### src/rtl/icnt_pkg.sv
package icnt_pkg;

    typedef enum logic {
        SEL_ICOUNT = 1'b0,
        SEL_RR     = 1'b1
    } sel_mode_e;

endpackage

### src/rtl/icnt_occ_ctr.sv
module icnt_occ_ctr #(
    parameter int CW = 6,
    parameter int DW = 3,
    parameter int FW = 4
) (
    input  logic          clk,
    input  logic          rst_n,
    input  logic          grant_i,
    input  logic [DW-1:0] commit_i,
    input  logic [DW-1:0] squash_i,
    output logic [CW-1:0] cnt_o
);
    localparam int SW = ((CW > DW) ? CW : DW) + 2;
    localparam logic [CW-1:0] MAXC = '1;

    typedef struct packed {
        logic [CW-1:0] cnt;
    } ctr_t;

    ctr_t st_q, st_d;
    logic [SW-1:0] up_s, dn_s, net_s;

    always_comb begin
        st_d  = st_q;
        up_s  = SW'(st_q.cnt) + (grant_i ? SW'(FW) : '0);
        dn_s  = SW'(commit_i) + SW'(squash_i);
        net_s = (up_s > dn_s) ? (up_s - dn_s) : '0;
        if (net_s > SW'(MAXC)) begin
            net_s = SW'(MAXC);
        end
        st_d.cnt = net_s[CW-1:0];
    end

    always_ff @(posedge clk) begin
        if (!rst_n) begin
            st_q <= '0;
        end else begin
            st_q <= st_d;
        end
    end

    assign cnt_o = st_q.cnt;

    AST_INC_BY_FW: assert property (@(posedge clk) disable iff (!rst_n)
        ($past(rst_n) && $past(grant_i) && $past(commit_i) == '0 && $past(squash_i) == '0
         && $past(cnt_o) <= (MAXC - CW'(FW)))
        |-> cnt_o == $past(cnt_o) + CW'(FW));

endmodule

### src/rtl/icnt_pick.sv
module icnt_pick
    import icnt_pkg::*;
#(
    parameter int NTHR = 8,
    parameter int CW   = 6
) (
    input  logic                 clk,
    input  logic                 rst_n,
    input  sel_mode_e            mode_i,
    input  logic [NTHR-1:0]      active_i,
    input  logic [NTHR*CW-1:0]   cap_i,
    input  logic [NTHR*CW-1:0]   cnt_i,
    output logic [NTHR-1:0]      grant_o,
    output logic                 vld_o
);
    localparam int PW = (NTHR > 1) ? $clog2(NTHR) : 1;
    localparam logic [CW-1:0] MAXC = '1;

    typedef struct packed {
        logic [PW-1:0] ptr;
    } pick_t;

    pick_t st_q, st_d;

    logic [CW-1:0] cnt_a [NTHR];
    logic [CW-1:0] cap_a [NTHR];
    logic [NTHR-1:0] elig;
    logic [PW:0]   nact;
    logic          solo;
    logic          found;
    logic [PW-1:0] best_idx;
    logic [CW-1:0] best_cnt;
    logic [PW:0]   idx;

    for (genvar g = 0; g < NTHR; g++) begin : g_unpack
        assign cnt_a[g] = cnt_i[g*CW +: CW];
        assign cap_a[g] = cap_i[g*CW +: CW];
    end

    always_comb begin
        nact = '0;
        for (int k = 0; k < NTHR; k++) begin
            nact = nact + (PW+1)'(active_i[k]);
        end
        solo = (nact == (PW+1)'(1));
        for (int k = 0; k < NTHR; k++) begin
            if (mode_i == SEL_RR) begin
                elig[k] = active_i[k];
            end else begin
                elig[k] = active_i[k] && (cnt_a[k] < (solo ? MAXC : cap_a[k]));
            end
        end
    end

    always_comb begin
        st_d     = st_q;
        found    = 1'b0;
        best_idx = '0;
        best_cnt = MAXC;
        idx      = '0;
        for (int k = 0; k < NTHR; k++) begin
            idx = (PW+1)'(st_q.ptr) + (PW+1)'(k);
            if (idx >= (PW+1)'(NTHR)) begin
                idx = idx - (PW+1)'(NTHR);
            end
            if (elig[idx[PW-1:0]] &&
                (!found || (mode_i == SEL_ICOUNT && cnt_a[idx[PW-1:0]] < best_cnt))) begin
                found    = 1'b1;
                best_idx = idx[PW-1:0];
                best_cnt = cnt_a[idx[PW-1:0]];
            end
        end
        grant_o = '0;
        if (found) begin
            grant_o[best_idx] = 1'b1;
            st_d.ptr = (best_idx == PW'(NTHR-1)) ? '0 : best_idx + 1'b1;
        end
        vld_o = found;
    end

    always_ff @(posedge clk) begin
        if (!rst_n) begin
            st_q <= '0;
        end else begin
            st_q <= st_d;
        end
    end

    AST_GRANT_ONEHOT: assert property (@(posedge clk) disable iff (!rst_n)
        $onehot0(grant_o));
    AST_VLD_MATCH: assert property (@(posedge clk) disable iff (!rst_n)
        vld_o == ($countones(grant_o) == 1));

    for (genvar g = 0; g < NTHR; g++) begin : g_chk
        AST_GRANT_ACTIVE: assert property (@(posedge clk) disable iff (!rst_n)
            grant_o[g] |-> active_i[g]);
        AST_CAP_HONOURED: assert property (@(posedge clk) disable iff (!rst_n)
            (grant_o[g] && mode_i == SEL_ICOUNT && $countones(active_i) > 1)
            |-> cnt_a[g] < cap_a[g]);
    end

endmodule

### src/rtl/smt_fetch_picker.sv
module smt_fetch_picker
    import icnt_pkg::*;
#(
    parameter int NTHR = 8,
    parameter int CW   = 6,
    parameter int DW   = 3,
    parameter int FW   = 4,
    parameter int PCW  = 32
) (
    input  logic                 clk,
    input  logic                 rst_n,
    input  logic [NTHR-1:0]      thr_en,
    input  logic                 rr_mode,
    input  logic [NTHR*PCW-1:0]  thr_pc,
    input  logic [NTHR*CW-1:0]   occ_cap,
    input  logic [NTHR*DW-1:0]   commit_amt,
    input  logic [NTHR*DW-1:0]   squash_amt,
    output logic [NTHR-1:0]      fetch_grant,
    output logic                 fetch_vld,
    output logic [PCW-1:0]       fetch_pc,
    output logic [NTHR*CW-1:0]   occ_cnt
);
    sel_mode_e mode;
    assign mode = rr_mode ? SEL_RR : SEL_ICOUNT;

    for (genvar g = 0; g < NTHR; g++) begin : g_thr
        icnt_occ_ctr #(
            .CW (CW),
            .DW (DW),
            .FW (FW)
        ) u_ctr (
            .clk      (clk),
            .rst_n    (rst_n),
            .grant_i  (fetch_grant[g]),
            .commit_i (commit_amt[g*DW +: DW]),
            .squash_i (squash_amt[g*DW +: DW]),
            .cnt_o    (occ_cnt[g*CW +: CW])
        );
    end

    icnt_pick #(
        .NTHR (NTHR),
        .CW   (CW)
    ) u_pick (
        .clk      (clk),
        .rst_n    (rst_n),
        .mode_i   (mode),
        .active_i (thr_en),
        .cap_i    (occ_cap),
        .cnt_i    (occ_cnt),
        .grant_o  (fetch_grant),
        .vld_o    (fetch_vld)
    );

    always_comb begin
        fetch_pc = '0;
        for (int k = 0; k < NTHR; k++) begin
            fetch_pc = fetch_pc | (fetch_grant[k] ? thr_pc[k*PCW +: PCW] : '0);
        end
    end

    for (genvar g = 0; g < NTHR; g++) begin : g_pcchk
        AST_PC_MATCH: assert property (@(posedge clk) disable iff (!rst_n)
            fetch_grant[g] |-> fetch_pc == thr_pc[g*PCW +: PCW]);
    end

    AST_IDLE_NO_GRANT: assert property (@(posedge clk) disable iff (!rst_n)
        (thr_en == '0) |-> (!fetch_vld && fetch_pc == '0));

endmodule

### config.mk
export PLATFORM = sky130hd
export DESIGN_NAME = smt_fetch_picker
export DESIGN_NICKNAME = d
export VERILOG_FILES = /design/src/rtl/icnt_pkg.sv /design/src/rtl/icnt_occ_ctr.sv /design/src/rtl/icnt_pick.sv /design/src/rtl/smt_fetch_picker.sv
export SDC_FILE = /design/constraint.sdc
export NUM_CORES = 1
export LEC_CHECK = 0
export ABC_AREA = 1
export ABC_CLOCK_PERIOD_IN_PS = 37100
export BUFFER_PORTS_ARGS = -buffer_cell sky130_fd_sc_hd__buf_4
export CORE_AREA = 3 3 175 177
export DETAILED_ROUTE_END_ITERATION = 6
export DIE_AREA = 0 0 178 180
export HOLD_SLACK_MARGIN = 0.05
export PLACE_DENSITY_LB_ADDON = 0.1
export REMOVE_ABC_BUFFERS = 1
export SYNTH_ARGS = -nofsm -noshare
export SYNTH_HDL_FRONTEND = slang
export SYNTH_SLANG_ARGS = --single-unit
### constraint.sdc
create_clock -name clk -period 37.1 [get_ports clk]
set_input_delay 1.855 -clock clk [delete_from_list [all_inputs] [get_ports clk]]
set_output_delay 1.855 -clock clk [all_outputs]
set_load 0.005 [all_outputs]
======== After elaboration in Yosys (flattened, before gate mapping) ========
Cells that the tools add are included.
storage, ports and cells
  bits in registers ....................... 51
  logic and storage cells ................. 292
  bits of input ports ..................... 363
  output and inout bits ................... 89
cells by class
  mux-type cells .......................... 124
  $add $sub $neg .......................... 47
  reductions and logical operators ........ 37
  magnitude comparators ................... 57
  equal/unequal tests ..................... 2
  bitwise logic cells ..................... 16
operators by type and width
  cell                                                                             count
  32-bit two-way mux                                                               8
  6-bit two-way mux                                                                39
  32-bit OR                                                                        7
  6-bit binary-select mux with 3-bit select                                        8
  6-bit < comparator                                                               15
  3-bit two-way mux                                                                25
  8-bit two-way mux                                                                9
  6-bit by 8-bit adder with 8-bit output                                           8
  8-bit by 6-bit greater-than comparator with 1-bit output, second input constant  8
  8-bit greater-than comparator                                                    8
  8-bit subtractor                                                                 8
  4-bit greater-or-equal comparator, second input constant                         15
  3-bit by 4-bit < comparator with 1-bit output, second input constant             9
  3-bit by 3-bit adder with 4-bit output                                           8
  3-bit NOT with 4-bit output                                                      8
  1-bit two-way mux                                                                26
  4-bit by 1-bit adder with 4-bit output                                           6
  1-bit binary-select mux with 3-bit select                                        8
  3-bit by 1-bit subtractor with 3-bit output, second input constant               8
  1-bit logical AND                                                                23
  3-bit by 3-bit adder with 4-bit output, second input constant                    4
  3-bit by 2-bit adder with 4-bit output, second input constant                    2
  1-bit logical NOT                                                                7
  1-bit logical OR                                                                 7
  other kinds (9)                                                                  9

======== Longest topological paths before layout ========
Gate-level depths: netlist of the first run.
  word-level depth ........................ 63
  depth in mapped cells ................... 114
  gate-level depth less buffers ........... 104

======== By module ========
A second synthesis of the first run with hierarchy kept.
unflattened totals
  cell total of the unflattened synthesis .. 2244
  area total of the unflattened synthesis .. 12889.9 um^2
modules (own cells, without submodules)
  module                             seq. area each (um^2)  cells an instance  instances  area an instance (um^2)
  icnt_pick                          60.1                   952                1          5227.5
  icnt_occ_ctr (g_thr[0].u_ctr ...)  120.1                  100                6          700.7
  smt_fetch_picker                   0.0                    504                1          2037.0
  icnt_occ_ctr (g_thr[6].u_ctr ...)  120.1                  94                 2          710.7

======== Least setup slack after synthesis of the first run ========
OpenSTA, ideal clock, no wires.
  path type ............................... input -> output
  start ................................... input thr_en[0]
  end ..................................... output fetch_grant[0]
  slack ................................... 18.073 ns
  arrival time ............................ 17.172 ns
  path buffers ............................ 10
  cell stages on the path ................. 94
  data required time ...................... 35.245 ns
  path through ............................ ha_1 inv_1 fa_1 fa_1 fa_1 fa_1 nand2_1 a21oi_1 nand2_2 inv_1 clkbuf_1 nor2_1 ha_1 a21oi_1 nor2_1 a211oi_1 nand2_1 nand2_1 [58 not listed] clkbuf_1 nand2_1 o21ai_0 ha_1 a211o_1 a31o_2 a41oi_1 nand2_1 nand2_4 nand2_4 nand2_1 nand2_2 nor2_1 buf_4 buf_4 inv_2 nor3_1 buf_4
on the way
  cells in the longest elaborated chain, start to end .. 55
  elaborated cells on any way between the ends .. 120
  those cells by class .................... add/sub (7); order compare (17); eq/ne (1); mux (58); reduce/logical (37)
RTL lines
  what                                                                                                                                                 line                    source
  start, declared                                                                                                                                      smt_fetch_picker.sv:12  input logic [NTHR-1:0] thr_en,
  1-bit by 1-bit adder with 2-bit output                                                                                                               icnt_pick.sv:43         nact = nact + (PW+1)'(active_i[k]);
  4-bit by 1-bit adder with 4-bit output (6 in series)                                                                                                 icnt_pick.sv:43
  4-bit by 1-bit == test with 1-bit output                                                                                                             icnt_pick.sv:45         solo = (nact == (PW+1)'(1));
  6-bit two-way mux                                                                                                                                    icnt_pick.sv:50         elig[k] = active_i[k] && (cnt_a[k] < (solo ? MAXC : cap_a[k]));
  6-bit < comparator                                                                                                                                   icnt_pick.sv:50
  1-bit logical AND                                                                                                                                    icnt_pick.sv:50
  1-bit two-way mux                                                                                                                                    icnt_pick.sv:47         if (mode_i == SEL_RR) begin
  1-bit binary-select mux with 3-bit select                                                                                                            icnt_pick.sv:66         if (elig[idx[PW-1:0]] &&
  [34 not listed]                                                                                                                                      -
  1-bit logical OR                                                                                                                                     icnt_pick.sv:67         (!found || (mode_i == SEL_ICOUNT && cnt_a[idx[PW-1:0]] < best_cnt))) begin
  1-bit logical AND                                                                                                                                    icnt_pick.sv:66
  3-bit two-way mux                                                                                                                                    icnt_pick.sv:66
  3-bit by 4-bit < comparator with 1-bit output (implied by the code) or 3-bit by 1-bit greater-or-equal comparator with 1-bit output (tied branches)  icnt_pick.sv:75         grant_o[best_idx] = 1'b1;
  1-bit logical AND (implied by the code)                                                                                                              icnt_pick.sv:75
  1-bit two-way mux (implied by the code)                                                                                                              icnt_pick.sv:75
  1-bit demux with 3-bit select                                                                                                                        -
  8-bit two-way mux *                                                                                                                                  icnt_pick.sv:74         if (found) begin
  end, declared                                                                                                                                        smt_fetch_picker.sv:18  output logic [NTHR-1:0] fetch_grant,
Every way passes the cells marked *; elsewhere a longest branch is shown, timed or not. The select of a mux whose other input is x is not followed.

======== Worst setup path after layout of the first run ========
  start ................................... input thr_en[1]
  end ..................................... output fetch_pc[3]
on the way
  cells in the longest elaborated chain, start to end .. 63
  elaborated cells on any way between the ends .. 135
  those cells by class .................... add/sub (7); order compare (17); eq/ne (1); mux (66); bitwise (7); reduce/logical (37)
RTL lines
  what                                                                                                                                                 line                    source
  1-bit by 1-bit adder with 2-bit output                                                                                                               icnt_pick.sv:43
  4-bit by 1-bit adder with 4-bit output (6 in series)                                                                                                 icnt_pick.sv:43
  4-bit by 1-bit == test with 1-bit output                                                                                                             icnt_pick.sv:45
  6-bit two-way mux                                                                                                                                    icnt_pick.sv:50
  6-bit < comparator                                                                                                                                   icnt_pick.sv:50
  1-bit logical AND                                                                                                                                    icnt_pick.sv:50
  1-bit two-way mux                                                                                                                                    icnt_pick.sv:47
  1-bit binary-select mux with 3-bit select                                                                                                            icnt_pick.sv:66
  [37 not listed]                                                                                                                                      -
  3-bit by 4-bit < comparator with 1-bit output (implied by the code) or 3-bit by 1-bit greater-or-equal comparator with 1-bit output (tied branches)  icnt_pick.sv:75
  1-bit logical AND (implied by the code)                                                                                                              icnt_pick.sv:75
  1-bit two-way mux (implied by the code)                                                                                                              icnt_pick.sv:75
  1-bit demux with 3-bit select                                                                                                                        -
  8-bit two-way mux *                                                                                                                                  icnt_pick.sv:74
  32-bit two-way mux                                                                                                                                   smt_fetch_picker.sv:58  fetch_pc = fetch_pc | (fetch_grant[k] ? thr_pc[k*PCW +: PCW] : '0);
  32-bit OR (6 in series)                                                                                                                              smt_fetch_picker.sv:58
  32-bit OR *                                                                                                                                          smt_fetch_picker.sv:58
  end, declared                                                                                                                                        smt_fetch_picker.sv:20  output logic [PCW-1:0] fetch_pc,
Marks and branches as above.

==> results of run 1 <==
-- sequential cells by signal, summed over array words and instances, names as in the netlist --
name,count
g_thr.u_ctr.cnt_o,48
u_pick.st_q,3
-- metal layers --
metal | routed length, um | vias to the layer above | global-route usage, %
li1 | - | 7642 | -
met1 | 21500 | 6827 | 39.2
met2 | 23400 | 518 | 49.4
met5 | 7 | - | 0
met4 | 1340 | 2 | 8.86
met3 | 3690 | 73 | 4.06
-- cells in the mapped netlist, drive strengths merged, types with 2 or more instances --
cell type	count	area share, %
a211o	7	0.50
a211oi	15	0.93
a21o	9	0.56
a21oi	49	2.0
a22oi	2	0.12
a31o	8	0.58
a31oi	7	0.36
a41oi	6	0.43
and3	3	0.15
buf	65	3.5
clkbuf	53	1.6
dfxtp	51	8.4
fa	20	3.3
ha	153	16
inv	227	7.0
mux2i	32	2.6
nand2	591	19
nand3	189	8.2
nand3b	3	0.19
nand4	104	5.4
nor2	214	6.8
nor3	4	0.16
nor3b	4	0.25
o211ai	4	0.25
o21a	4	0.25
o21ai	198	8.2
o31ai	10	0.62
or2	5	0.26
xnor2	12	0.86
xor2	22	1.6
-- path summary, 6_finish.rpt --
path                            from                      end  cells after the start  slack (ps)
max                        thr_en[1]              fetch_pc[3]                     90       15210
min          g_thr[2].u_ctr.cnt_o[0]  g_thr[2].u_ctr.cnt_o[0]                      5         760
max reg2reg           u_pick.st_q[0]  g_thr[3].u_ctr.cnt_o[1]                     78       19910
min reg2reg  g_thr[2].u_ctr.cnt_o[0]  g_thr[2].u_ctr.cnt_o[0]                      5         760
-- cell families after synthesis --
kind of cell | count (synthesis) | synth area share, %
muxes | 32 | 2.63
xor gates and xnor gates | 34 | 2.45
adders and majority gates | 173 | 19.0
buffers and inverters | 345 | 12.1
DFF | 51 | 8.40
and+or+nand+nor | 1119 | 40.3
AOI/OAI and AO/OA | 324 | 15.1
-- worst max-delay path, delay by kind of cell --
kind / cells / cell delay, ps
AO/OA/AOI/OAI: 30 / 6970
adder cells (fa/ha/maj): 13 / 4750
buffers and inverters: 8 / 2040
AND/OR/NAND/NOR: 39 / 4210
-- final cells by class --
class,count,area [sq um],share of cell area [%]
multi-input combinational,1682,9700,61.7
timing repair buffer,466,3500,22.3
sequential,51,1020,6.50
inverter,227,852,5.42
tap,390,488,3.10
clock buffer,6,129,0.820
clock inverter,2,16.3,0.103
antenna,6,15.0,0.0955
-- through the flow --
step	cell area (sq um)	hold slack (ps)	setup slack [ps]	util, %
after CTS	15700	775	15350	53.4
after detailed placement	15600	763	15370	52.9
after global placement	15600	760	16060	52.9
after floorplan	11500	706	15820	-
after global routing	15700	859	13530	53.5
final	15700	764	15210	53.5
==> impl_metrics.ini, run 1 <==
[outcome]
status = complete, but fails checks
violations = DRC

[sta]
tns_ps = 0
slew_headroom_pct = 25.4
clock_skew_ps = 6.25
setup_viol = 0
slew_violations = 0
min_period_over_period_pct = 59.0
rsz0062_at_grt = false
hold_violations = 0
period_minus_slack_ps = 21890
worst_pin_slew_ps = 1120
max_freq_mhz = 45.7

[die]
rows = 63
die_x_um = 178
dieArea_sq_mm = 0.0320
ios = 452
core_area_sq_mm = 0.0294
die_h_um = 180
start_util_pct = 41.4

[routing]
wl_per_cell_um = 17.6
drt_wl_total_um = 49900
drt-initial-drc-count = 1015
viasPerCell = 5.32
vias = 15062
drc = 4
dr.pass1.iters = 7
ant_nets = 0

[cts]
cts-root-buf = clkbuf_16
h-tree-depth = 2
ctsHoldBuffers = 0
cts.sinks = 51
clk_path_buf_depth = 2
clkTransAtPathRegs_ps = 70
cts_tree = built
postCtsSetupBuffers = 0
cts_buffers = 5
cts-resized-gates = 0
clock_latency_ps = 310

[critical_path]
crit_path_end_kind = output port
cp_common_cell = nand2_1
path_max_fanout = 99
setup.worst_path.class = in -> out
arrival_ps = 20030
crit_path_top_delay_cell = buf_4
slowest_delay_ps = 730
required_ps = 35240
startpoint_type = input port

[place]
io_buffers = 451
placed_cells = 2816
dp_hpwl_um = 40700
gp_congestion = 1.02

[global_routing]
grt_max_degree = 100
grt_pass1_vias = 13898
grt_usage_pct = 29.5
grt-ovfl-total = 0
grt_pass1_wl_um = 75900
antenna_found_initial = 7

[layout]
n_fill_cell = 3094
drive_gt1_share_pct = 21.6
mostFrequentLayoutCells = nand2_1, buf_4, inv_1, nor2_1, o21ai_0
final_cells = 2830
nets = 2969
area_growth_pct = 29.3
final_common_cell = nand2_1

[yosys]
synthesis.area_sq_mm = 0.0122
async_flop_share_pct = 0
yosys_register_bits = 51
synthCells = 2078
synth_cell_type_count = 49
synth_edf_count = 0
ys_seq_area_share_pct = 8.40
syn_area_per_cell_sq_um = 5.85
ys_warn_count = 0
synth_ff_type = dfxtp_1

[run]
maxCapViolations = 0

[worst_hold_path]
hold_path.class = reg -> reg
Power of run 1 is left out: the tool's default activity adds up to more than one toggle a clock period on the data nets, which glitch-free logic cannot reach.
==> inputs of run 2 (changes only) <==
Settings changed: ABC_CLOCK_PERIOD_IN_PS 37100 to 19900.
Clock period 37.1 ns to 19.9 ns, I/O delays scaled along.
==> impl_metrics.ini, run 2 (synthesis gave the netlist of run 1 again) <==
[outcome]
status = finished clean

[critical_path]
crit_path_end_kind = flop
ff2ff_setup_slack_ps = 4250
cp_common_cell = nand2_1
arrival_ps = 18830
required_ps = 20150
r2r-end = g_thr[0].u_ctr.cnt_o[2]
reg2reg_from = u_pick.st_q[1]
reg2reg_depth = 85
slowest_delay_ps = 510
setup.worst_path.class = in -> reg
crit_path_top_delay_cell = fa_1
startpoint_type = input port
path_max_fanout = 40

[sta]
hold_violations = 0
clock_skew_ps = 9.48
tns_ps = 0
slew_violations = 0
rsz0062_at_grt = false
worst_pin_slew_ps = 1080
min_period_over_period_pct = 93.4
period_minus_slack_ps = 18580
setup_viol = 0
max_freq_mhz = 53.8
slew_headroom_pct = 27.5

[global_routing]
grt_max_degree = 79
grt_usage_pct = 30.4
antenna_found_initial = 6
grt_pass1_wl_um = 77600
grt_pass1_vias = 14183
grt-ovfl-total = 0

[layout]
mostFrequentLayoutCells = nand2_1, buf_4, inv_1, nor2_1, o21ai_0
drive_gt1_share_pct = 22.4
nets = 2976
n_fill_cell = 3118
area_growth_pct = 30.6
largest_reg_flops = 48
final_common_cell = nand2_1

[run]
maxCapViolations = 0

[cts]
cts-root-buf = clkbuf_16
clock_latency_ps = 310
ctsHoldBuffers = 0
h-tree-depth = 2
cts_tree = built
cts.sinks = 51
clkTransAtPathRegs_ps = 70
clk_path_buf_depth = 2
cts_buffers = 5

[die]
start_util_pct = 41.4
dieArea_sq_mm = 0.0320
core_area_sq_mm = 0.0294
rows = 63
ios = 452
die_x_um = 178
die_h_um = 180

[routing]
vias = 15144
wl_per_cell_um = 18.2
drc = 0
dr.pass1.iters = 7
ant_nets = 0
viasPerCell = 5.34
drt_wl_total_um = 51700
drt-initial-drc-count = 928

[place]
io_buffers = 451
gp_congestion = 1.00
dp_hpwl_um = 42100

[worst_hold_path]
hold_depth = 5
worstHoldStart = g_thr[2].u_ctr.cnt_o[0]
hold_path.class = reg -> reg
hold_path_end = g_thr[2].u_ctr.cnt_o[0]
-- run 2: cell count changes in the layout (fill, tap and decap cells not counted), sizes merged --
cell	previous run	this run
buf	466	473
bufinv	0	1
inv	228	227
diode	6	5
clkbuf	6	5
-- run 2: critical path, delay by kind of cell --
family | cells | cell delay, ps
AO/OA/AOI/OAI | 35 | 6790
adder cells (fa/ha/maj) | 15 | 5340
AND/OR/NAND/NOR | 44 | 4890
buffers and inverters | 7 | 780
-- run 2: repair_timing --
action	4_1_cts	5_1_grt
gates resized for setup	0	30
buffers inserted	0	1
setup endpoints to repair	0	88
-- run 2: layout make-up --
cell class                 instances  area (sq um)  area share [%]
inverter                         227           852            5.37
clock inverter                     2          37.5           0.236
antenna                            5          12.5          0.0788
tap                              390           488            3.07
sequential                        51          1020            6.44
clock buffer                       5           125           0.788
timing repair buffer             473          3570            22.5
multi-input combinational       1682          9760            61.5
-- run 2: layer usage --
metal	GRT usage, %	vias to the layer above	part of all wire (%)
met5	0	-	0.025
met4	8.55	2	2.7
met3	4.16	71	7.1
met2	51.7	523	47
met1	40.0	6908	43
li1	-	7640	-
-- run 2: metrics by stage --
step	hold WS [ps]	std cells	worst slack, ps	instance area (sq um)	util (%)
floorplan	706	1960	-525	11500	-
global placement	763	2822	678	15600	53.1
detailed placement	761	2822	230	15600	53.1
CTS	774	2829	536	15800	53.7
global route	828	2835	15.7	15900	54.0
finish	768	2835	1320	15900	54.0
-- run 2: how the worst max path moves through the flow --
stage,from,to,cells after the start
4_1_cts,thr_en[0],g_thr[6].u_ctr.cnt_o[0],97
6_report,thr_en[0],g_thr[0].u_ctr.cnt_o[2],101
5_1_grt,thr_en[0],g_thr[0].u_ctr.cnt_o[1],102
3_5_place_dp,thr_en[0],g_thr[6].u_ctr.cnt_o[0],97
3_3_place_gp,thr_en[0],g_thr[6].u_ctr.cnt_o[0],97
2_1_floorplan,thr_en[0],g_thr[0].u_ctr.cnt_o[2],95
Power of run 2 is left out for the same reason.
==> inputs of run 3 (changes only) <==
Settings changed: BUFFER_PORTS_ARGS -buffer_cell sky130_fd_sc_hd__buf_4 to -buffer_cell sky130_fd_sc_hd__buf_2, CORE_AREA 3 3 175 177 to not set, CORE_ASPECT_RATIO set to 0.6, CORE_MARGIN set to 3, CORE_UTILIZATION set to 47, DIE_AREA 0 0 178 180 to not set.
==> impl_metrics.ini, run 3 (synthesis gave the netlist of run 1 again) <==
[layout]
fin_util_pct = 59.4
nets = 2977
area_growth_pct = 20.9
drive_gt1_share_pct = 22.7
final_common_cell = nand2_1
multi_input_area_sq_mm = 0.00980
largest_reg_flops = 48
mostFrequentLayoutCells = nand2_1, buf_2, inv_1, nor2_1, o21ai_0
final_cells = 2765
seq_area_sq_mm = 0.00102
n_fill_cell = 2545

[sta]
slew_violations = 0
hold_violations = 0
slew_headroom_pct = 26.2
period_minus_slack_ps = 18540
max_freq_mhz = 53.9
worst_pin_slew_ps = 1100
tns_ps = 0
clock_skew_ps = 8.60
setup_viol = 0
min_period_over_period_pct = 93.2

[run]
maxCapViolations = 0

[global_routing]
grt_usage_pct = 32.4
grt_pass1_vias = 13505
grt-ovfl-total = 0
antenna_found_initial = 1
grt_max_degree = 98
grt_pass1_wl_um = 72300

[die]
rows = 44
die_x_um = 214
core_area_sq_mm = 0.0248
dieArea_sq_mm = 0.0279
start_util_pct = 49.1
die_h_um = 131
ios = 452

[cts]
cts-root-buf = clkbuf_16
h-tree-depth = 2
ctsHoldBuffers = 0
cts.sinks = 51
cts_buffers = 5
clkTransAtPathRegs_ps = 80
cts_tree = built
clk_path_buf_depth = 2
clock_latency_ps = 310

[worst_hold_path]
hold_path.class = reg -> reg

[critical_path]
path_max_fanout = 36
arrival_ps = 18750
startpoint_type = input port
cp_top_family = compound AO/OA/AOI/OAI gates
slowest_delay_ps = 510
crit_path_top_delay_cell = fa_1
cp_common_cell = nand2_1
setup.worst_path.class = in -> reg
required_ps = 20110
critPathBufInv = 9
crit_path_end_kind = flop

[routing]
wl_per_cell_um = 17.7
ant_nets = 0
dr.pass1.iters = 6
drc = 0
drt-initial-drc-count = 1606
viasPerCell = 5.63
vias = 15554
drt_wl_total_um = 48900

[place]
placed_cells = 2754
dp_hpwl_um = 39900
io_buffers = 451
gp_congestion = 1.04

[outcome]
status = finished clean
-- run 3: timing repair --
| item | 4_1_cts | 5_1_grt |
|---|---|---|
| buffers inserted | 0 | 2 |
| pin swaps | 0 | 2 |
| setup endpoints to repair | 1 | 88 |
| resized for setup | 1 | 42 |
-- run 3: cell type report --
type                            instances  share of cell area (%)
Sequential cell                        51                    6.95
Multi-Input combinational cell       1682                    66.6
Timing Repair Buffer                  474                    16.7
Antenna cell                            1                  0.0170
Tap cell                              322                    2.74
Clock buffer                            6                   0.876
Inverter                              227                    5.79
Clock inverter                          2                   0.264
-- run 3: routing by layer --
layer	global-route usage, %	vias up	share of wire, %
met1	49.3	7013	45
met2	47.6	826	42
met4	3.18	0	1.3
met5	0	-	0
li1	-	7654	-
met3	7.78	61	11
-- run 3: worst min-delay path: stages, from the launching register on --
cell and delay (ps):
dfxtp_1 320, inv_1 100, ha_1 160, o21ai_0 90
nand2_1 60, inv_1 30
-- run 3: final timing paths --
check                          start                      end  slack, ps  cells after the start
max reg2reg           u_pick.st_q[0]  g_thr[4].u_ctr.cnt_o[3]       4070                     80
min          g_thr[3].u_ctr.cnt_o[0]  g_thr[3].u_ctr.cnt_o[0]        800                      5
max                        thr_en[0]  g_thr[4].u_ctr.cnt_o[3]       1360                     99
min reg2reg  g_thr[3].u_ctr.cnt_o[0]  g_thr[3].u_ctr.cnt_o[0]        800                      5
-- run 3: metrics by stage --
| step | setup slack, ps | cell area [sq um] | hold slack, ps |
|---|---|---|---|
| 4_1_cts | 239 | 14600 | 790 |
| 2_1_floorplan | -525 | 11500 | 706 |
| 3_3_place_gp | 562 | 14400 | 768 |
| 6_report | 1360 | 14700 | 796 |
| 5_1_grt | -51.3 | 14700 | 868 |
| 3_5_place_dp | -256 | 14400 | 783 |
Power of run 3 is left out for the same reason.
